[config.mk]
export PLATFORM = sky130hd
export DESIGN_NAME = bru_resolve
export DESIGN_NICKNAME = d
export VERILOG_FILES = /design/src/rtl/bru_pkg.sv /design/src/rtl/bru_cond_eval.sv /design/src/rtl/bru_target.sv /design/src/rtl/bru_decode.sv /design/src/rtl/bru_resolve.sv
export SDC_FILE = /design/constraint.sdc
export NUM_CORES = 1
export LEC_CHECK = 0
export CAP_MARGIN = 20
export CORE_UTILIZATION = 46
export CTS_CLUSTER_DIAMETER = 100
export CTS_CLUSTER_SIZE = 12
export DETAILED_ROUTE_END_ITERATION = 16
export GPL_TIMING_DRIVEN = 0
export PLACE_DENSITY_LB_ADDON = 0.25
export SLEW_MARGIN = 10
export SYNTH_ARGS = -nofsm -noshare
export SYNTH_HDL_FRONTEND = slang
export SYNTH_SLANG_ARGS = --single-unit
[constraint.sdc]
create_clock -name clk -period 0.85 [get_ports clk]
set_input_delay 0.085 -clock clk [delete_from_list [all_inputs] [get_ports clk]]
set_output_delay 0.085 -clock clk [all_outputs]
set_load 0.005 [all_outputs]
[src/rtl/bru_pkg.sv]
package bru_pkg;
  typedef enum logic [2:0] {
    K_COND = 3'd0,
    K_JMP  = 3'd1,
    K_JMPL = 3'd2,
    K_CALL = 3'd3,
    K_EXIT = 3'd4
  } kind_e;

  typedef enum logic [3:0] {
    C_EQ  = 4'd0,
    C_NE  = 4'd1,
    C_UGT = 4'd2,
    C_UGE = 4'd3,
    C_ULT = 4'd4,
    C_ULE = 4'd5,
    C_SGT = 4'd6,
    C_SGE = 4'd7,
    C_SLT = 4'd8,
    C_SLE = 4'd9,
    C_SET = 4'd10
  } cond_e;

  localparam int unsigned COND_LAST     = 10;
  localparam int unsigned NARROW_MIN_ISA = 3;
endpackage

[src/rtl/bru_cond_eval.sv]
module bru_cond_eval
  import bru_pkg::*;
#(
  parameter int unsigned DATA_W   = 64,
  parameter int unsigned NARROW_W = 32
) (
  input  logic [DATA_W-1:0] opa,
  input  logic [DATA_W-1:0] opb,
  input  logic [3:0]        cond,
  input  logic              narrow,
  output logic              hit
);
  localparam int unsigned PAD_W = DATA_W - NARROW_W;

  logic [DATA_W-1:0] ua, ub;
  logic [DATA_W-1:0] sa, sb;
  logic eq, lt_u, lt_s, any_bit;

  // Zero-extended view drives the unsigned tests; sign-extended view the signed ones.
  always_comb begin
    if (narrow) begin
      ua = {{PAD_W{1'b0}}, opa[NARROW_W-1:0]};
      ub = {{PAD_W{1'b0}}, opb[NARROW_W-1:0]};
      sa = {{PAD_W{opa[NARROW_W-1]}}, opa[NARROW_W-1:0]};
      sb = {{PAD_W{opb[NARROW_W-1]}}, opb[NARROW_W-1:0]};
    end else begin
      ua = opa;
      ub = opb;
      sa = opa;
      sb = opb;
    end
  end

  assign eq      = (ua == ub);
  assign lt_u    = (ua < ub);
  assign lt_s    = ($signed(sa) < $signed(sb));
  assign any_bit = |(ua & ub);

  always_comb begin
    unique case (cond)
      C_EQ:    hit = eq;
      C_NE:    hit = !eq;
      C_UGT:   hit = !lt_u && !eq;
      C_UGE:   hit = !lt_u;
      C_ULT:   hit = lt_u;
      C_ULE:   hit = lt_u || eq;
      C_SGT:   hit = !lt_s && !eq;
      C_SGE:   hit = !lt_s;
      C_SLT:   hit = lt_s;
      C_SLE:   hit = lt_s || eq;
      C_SET:   hit = any_bit;
      default: hit = 1'b0;
    endcase
  end

  // equality and strict ordering never coincide
  always_comb begin
    a_order_excl_r1: assert (!(eq && (lt_u || lt_s)));
  end
endmodule

[src/rtl/bru_target.sv]
module bru_target #(
  parameter int unsigned PC_W    = 64,
  parameter int unsigned DISP_W  = 32,
  parameter int unsigned SHORT_W = 16
) (
  input  logic [PC_W-1:0]   pc,
  input  logic [DISP_W-1:0] disp,
  input  logic              long_sel,
  output logic [PC_W-1:0]   seq_pc,
  output logic [PC_W-1:0]   tgt_pc
);
  localparam int unsigned EXT_W = PC_W + DISP_W;

  logic [EXT_W-1:0] ext_short, ext_long, ext_sel;

  assign ext_short = {{(EXT_W-SHORT_W){disp[SHORT_W-1]}}, disp[SHORT_W-1:0]};
  assign ext_long  = {{(EXT_W-DISP_W){disp[DISP_W-1]}}, disp};
  assign ext_sel   = long_sel ? ext_long : ext_short;

  assign seq_pc = pc + PC_W'(1);
  assign tgt_pc = seq_pc + ext_sel[PC_W-1:0];
endmodule

[src/rtl/bru_decode.sv]
module bru_decode
  import bru_pkg::*;
#(
  parameter int unsigned ISA_LEVEL = 4
) (
  input  logic [2:0] kind,
  input  logic [3:0] cond,
  input  logic       narrow,
  output logic       cond_en,
  output logic       uncond,
  output logic       long_sel,
  output logic       is_call,
  output logic       is_exit,
  output logic       illegal
);
  localparam bit NARROW_OK = (ISA_LEVEL >= NARROW_MIN_ISA);

  always_comb begin
    cond_en  = 1'b0;
    uncond   = 1'b0;
    long_sel = 1'b0;
    is_call  = 1'b0;
    is_exit  = 1'b0;
    illegal  = 1'b0;
    unique case (kind)
      K_COND: begin
        if (32'(cond) > COND_LAST)        illegal = 1'b1;
        else if (narrow && !NARROW_OK)    illegal = 1'b1;
        else                              cond_en = 1'b1;
      end
      K_JMP:  uncond = 1'b1;
      K_JMPL: begin
        uncond   = 1'b1;
        long_sel = 1'b1;
      end
      K_CALL: is_call = 1'b1;
      K_EXIT: is_exit = 1'b1;
      default: illegal = 1'b1;
    endcase
  end
endmodule

[src/rtl/bru_resolve.sv]
module bru_resolve
  import bru_pkg::*;
#(
  parameter int unsigned PC_W      = 64,
  parameter int unsigned DATA_W    = 64,
  parameter int unsigned IMM_W     = 32,
  parameter int unsigned DISP_W    = 32,
  parameter int unsigned SHORT_W   = 16,
  parameter int unsigned NARROW_W  = 32,
  parameter int unsigned ISA_LEVEL = 4
) (
  input  logic              clk,
  input  logic              rst_n,
  input  logic              in_valid,
  input  logic [PC_W-1:0]   in_pc,
  input  logic [2:0]        in_kind,
  input  logic [3:0]        in_cond,
  input  logic              in_narrow,
  input  logic              in_use_imm,
  input  logic [DATA_W-1:0] in_opa,
  input  logic [DATA_W-1:0] in_opb,
  input  logic [IMM_W-1:0]  in_imm,
  input  logic [DISP_W-1:0] in_disp,
  output logic              out_valid,
  output logic              out_taken,
  output logic [PC_W-1:0]   out_next_pc,
  output logic              out_illegal,
  output logic              out_call,
  output logic              out_exit
);
  localparam int unsigned IMM_PAD = DATA_W - IMM_W;

  logic [DATA_W-1:0] opb_sel;
  logic              cond_en, uncond, long_sel, is_call, is_exit, illegal;
  logic              hit;
  logic [PC_W-1:0]   seq_pc, tgt_pc;

  logic              taken_d;
  logic [PC_W-1:0]   next_pc_d;

  logic              valid_q, taken_q, illegal_q, call_q, exit_q;
  logic [PC_W-1:0]   next_pc_q;

  assign opb_sel = in_use_imm ? {{IMM_PAD{in_imm[IMM_W-1]}}, in_imm} : in_opb;

  bru_decode #(.ISA_LEVEL(ISA_LEVEL)) u_dec (
    .kind     (in_kind),
    .cond     (in_cond),
    .narrow   (in_narrow),
    .cond_en  (cond_en),
    .uncond   (uncond),
    .long_sel (long_sel),
    .is_call  (is_call),
    .is_exit  (is_exit),
    .illegal  (illegal)
  );

  bru_cond_eval #(.DATA_W(DATA_W), .NARROW_W(NARROW_W)) u_cmp (
    .opa    (in_opa),
    .opb    (opb_sel),
    .cond   (in_cond),
    .narrow (in_narrow),
    .hit    (hit)
  );

  bru_target #(.PC_W(PC_W), .DISP_W(DISP_W), .SHORT_W(SHORT_W)) u_tgt (
    .pc       (in_pc),
    .disp     (in_disp),
    .long_sel (long_sel),
    .seq_pc   (seq_pc),
    .tgt_pc   (tgt_pc)
  );

  // next-state
  always_comb begin
    taken_d   = uncond || (cond_en && hit);
    next_pc_d = taken_d ? tgt_pc : seq_pc;
  end

  // registers
  always_ff @(posedge clk or negedge rst_n) begin
    if (!rst_n) begin
      valid_q   <= 1'b0;
      taken_q   <= 1'b0;
      illegal_q <= 1'b0;
      call_q    <= 1'b0;
      exit_q    <= 1'b0;
      next_pc_q <= '0;
    end else begin
      valid_q <= in_valid;
      if (in_valid) begin
        taken_q   <= taken_d;
        illegal_q <= illegal;
        call_q    <= is_call;
        exit_q    <= is_exit;
        next_pc_q <= next_pc_d;
      end
    end
  end

  assign out_valid   = valid_q;
  assign out_taken   = taken_q;
  assign out_illegal = illegal_q;
  assign out_call    = call_q;
  assign out_exit    = exit_q;
  assign out_next_pc = next_pc_q;

  p_one_outcome_r9: assert property (@(posedge clk) disable iff (!rst_n)
    out_valid |-> $onehot0({out_taken, out_illegal, out_call, out_exit}));

  p_seq_pc_r7: assert property (@(posedge clk) disable iff (!rst_n)
    (in_valid && !taken_d) |=> (out_next_pc == $past(in_pc) + PC_W'(1)));

  p_jump_taken_r6: assert property (@(posedge clk) disable iff (!rst_n)
    (in_valid && (in_kind == K_JMP || in_kind == K_JMPL)) |=> out_taken);

  p_call_flag_r8: assert property (@(posedge clk) disable iff (!rst_n)
    (in_valid && in_kind == K_CALL) |=> (out_call && !out_taken));

  p_valid_follow_r10: assert property (@(posedge clk) disable iff (!rst_n)
    in_valid |=> out_valid);

  p_valid_drop_r10: assert property (@(posedge clk) disable iff (!rst_n)
    !in_valid |=> !out_valid);

  generate
    if (ISA_LEVEL < NARROW_MIN_ISA) begin : g_old_isa
      p_narrow_reject_r4: assert property (@(posedge clk) disable iff (!rst_n)
        (in_valid && in_kind == K_COND && in_narrow) |=> (out_illegal && !out_taken));
    end
  endgenerate
endmodule

==> flow_summary.toml <==
[routing]
num_vias = 15300
drc = 0
post_drt_via_cell_ratio = 5.92
ant_nets = 0
wl_per_cell_um = 19.8
drt_iter0_markers = 1087
drt_pass1_iterations = 8
wirelength_um = 51100

[cts]
clockBufferDepth = 2
root_buffer = "clkbuf_16"
htree_levels = 3
clk_pin_slew_ns = 0.07
cts_buffers = 9
cts_tree = "built"
cts_sinks = 69
clk_latency_ns = 0.34

[flow_run]
cap_violations = 0

[power_and_ir_drop]
power_switching_mw = 9.54
p_int_mw = 14.2
cellLeakagePower_nw = 9.29
combPwrFrac_pct = 62.7
ir_drop_v = 0.000858
swShare_pct = 40.2
pwr-share-seq_pct = 18.2
p_per_area_nw_per_um2 = 1160
p_clk_share_pct = 19.1

[setup_path]
critPathLaunchType = "primary input"
cp_num_buf_inv = 4
crit_type = "in -> reg"
critPathMaxStageDelay_ns = 0.45
critPathTopFamily = "simple AND/OR/NAND/NOR gates"
arrival_ns = 4.53
critPathRequiredTime_ns = 1.12
path_cells = "clkdlybuf4s15_1, and2_1, and4_4, nand4_1, nor2_2, nand4_1, buf_6, buf_6, nor2_4, xnor2_2, ha_1, nand2_2, nor2_2, nand3_1, or4_4, o21ai_4, a31oi_4, buf_4, a221oi_4, o311ai_4, and3_1, o31ai_2"
crit_fanout = 7
end_kind = "register"
critPathSlowestCell = "or4_4"

[sta]
rsz0062_at_grt = "yes"
setup_viol = 134
layout_setup_ws_ns = -3.41
worst_slew_pin_slew_ns = 0.744
maxSlewViolCount = 0
hold_violations = 0
fin_crit_ns = 4.26
min_period_over_period_pct = 501
slew_headroom_pct = 49.8
tns_ns = -199.14
max_freq_mhz = 235
fin_skew_ns = 0

[logic_synthesis]
synth.distinct_cells = 77
synth_area_leader_cell = "ha_1"
synthArstFlopShare_pct = 100
ys_warn_count = 0
synth-seq-area-share_pct = 13.4
syn-num-nets = 2179
syn_area_um2 = 12900
syn_avg_cell_area_um2 = 7.63
yosys-top-cells-area = "ha_1 (22%), dfrtp_1 (13%), a21oi_1 (7.5%)"
synth_edf_count = 0
synth.top_cells.by_count = "ha_1 (224), a21oi_1 (192), nor2_1 (142)"
synth_most_common_cell = "ha_1"
synth_cells = 1686
synth-seq-cells = 69
synthFlopType = "dfrtp_1"
synth_top_area_share_pct = 21.8

[floorplanning]
die_w_um = 169
initial_core_util_pct = 47.3
core_area_um2 = 27200
die_area_um2 = 28600
io-pin-count = 337
die-height_um = 169
num_rows = 60

[hold_path]
min-delay-path-class = "in -> async"

[placement]
dpl.cell_count = 2393
io_buffers = 334
dp_hpwl_um = 36000
place_area_um2 = 17000
place.gp.congestion = 0.962

[finish]
areaGrowthSynthToFinish_pct = 58.8
finalNonFillerCells = 2589
num-nets-final = 2701
drive_gt1_share_pct = 27.8
fin_util_pct = 75.2
stdcell_area_um2 = 20400

[run_status]
status = "finished with violations"
violations = "negative setup slack"

[global_routing]
grt_pass1_wl_um = 74700
antenna_found_initial = 4
overflow = 0
grt_max_degree = 63
grt_use_total_pct = 32.6
first_global_vias = 14900
[sequential cells by signal, summed over array words and instances, names as in the netlist]
register / cells
out_valid: 1
out_exit: 1
out_taken: 1
out_next_pc: 64
out_illegal: 1
out_call: 1
[area by class of cell]
type,count,area (um2)
tap,372,465
fill,1917,6750
buffer,64,604
clock inverter,6,113
antenna,5,12.5
timing repair inverter,1,6.26
timing repair buffer,523,4730
multi-input combinational,1446,12200
sequential,69,1730
clock buffer,9,225
inverter,94,362
[worst paths after layout]
check	start	endpoint	slack [ns]	cells past startpoint
hold reg to reg	out_next_pc[26]	out_next_pc[26]	0.52	2
max in group asynchronous	rst_n	out_exit	0.20	3
setup reg to reg	out_next_pc[33]	out_next_pc[33]	-0.22	2
setup / recovery	in_pc[22]	out_next_pc[63]	-3.41	22
min in group clk	in_kind[0]	out_call	0.15	3
hold / removal	rst_n	out_next_pc[16]	0.10	2
[worst reg2reg max path, cell delays in order (launching register included)]
cell and delay, ns:
dfrtp_1 0.41, buf_4 0.15, a221o_1 0.38
[power by group through the flow]
stage	clock (mW)	combinational [mW]	sequential [mW]
after floorplan	0	6.73	4.32
after global placement	0	11.1	4.33
after detailed placement	0	11.4	4.35
after CTS	4.48	13.4	4.26
after global routing	4.69	15.9	4.35
final	4.54	14.9	4.31
[what timing repair did]
item,in CTS,in global routing
gates resized for setup,641,179
endpoints found under the hold margin,70,0
gates cloned,12,2
hold buffers,2,0
buffers inserted,115,64
pin swaps,116,93
setup endpoints to repair,137,136
[metrics by stage]
step                      total power [mW]  hold slack [ns]  worst slack [ns]
after floorplan                       11.1           -0.211             -3.12
after global placement                15.4            0.463             -4.60
after detailed placement              15.7          -0.0746             -4.73
after CTS                             22.1            0.113             -3.18
after global routing                  25.0            0.117             -3.56
final                                 23.7            0.105             -3.41
[cells by family after synthesis]
kind of cell,synth area share (%)
adder cells (fa/ha/maj),21.9
flip-flops,13.4
AND/OR/NAND/NOR,22.1
AO/OA/AOI/OAI,21.7
buffers and inverters,5.89
XOR/XNOR,7.97
multiplexers,6.94
[per-layer routing]
metal / wire length (um) / global-route usage (%) / share of wire [%] / vias to the layer above
met5: 0 / 0 / 0 / -
met1: 19100 / 36.8 / 37 / 7180
li1: - / - / - / 7127
met3: 4090 / 6.11 / 8.0 / 189
met4: 2830 / 16.4 / 5.5 / 0
met2: 25100 / 58.5 / 49 / 819
[cell usage in the layout (no fill, tap or decap), types with 19 or more instances in the layout]
| cell type | netlist | routed |
|---|---|---|
| ha_4 | 0 | 20 |
| buf_4 | 0 | 161 |
| nand2_1 | 137 | 126 |
| nand2b_1 | 40 | 38 |
| xnor2_1 | 75 | 58 |
| dfrtp_1 | 69 | 69 |
| a21oi_1 | 192 | 137 |
| nand3_1 | 55 | 48 |
| nor2b_1 | 42 | 41 |
| nor2_1 | 142 | 125 |
| clkdlybuf4s50_1 | 0 | 225 |
| nor4_1 | 23 | 19 |
| a21o_1 | 85 | 85 |
| inv_1 | 93 | 89 |
| xor2_1 | 42 | 38 |
| clkbuf_1 | 60 | 19 |
| ha_1 | 224 | 194 |
| buf_2 | 7 | 68 |
| buf_6 | 2 | 33 |
| a21oi_2 | 2 | 54 |
| mux2i_4 | 0 | 19 |
| nand4_1 | 50 | 50 |
| o21ai_0 | 45 | 27 |
| mux2i_1 | 87 | 51 |
(Power assumes the default switching activity.)
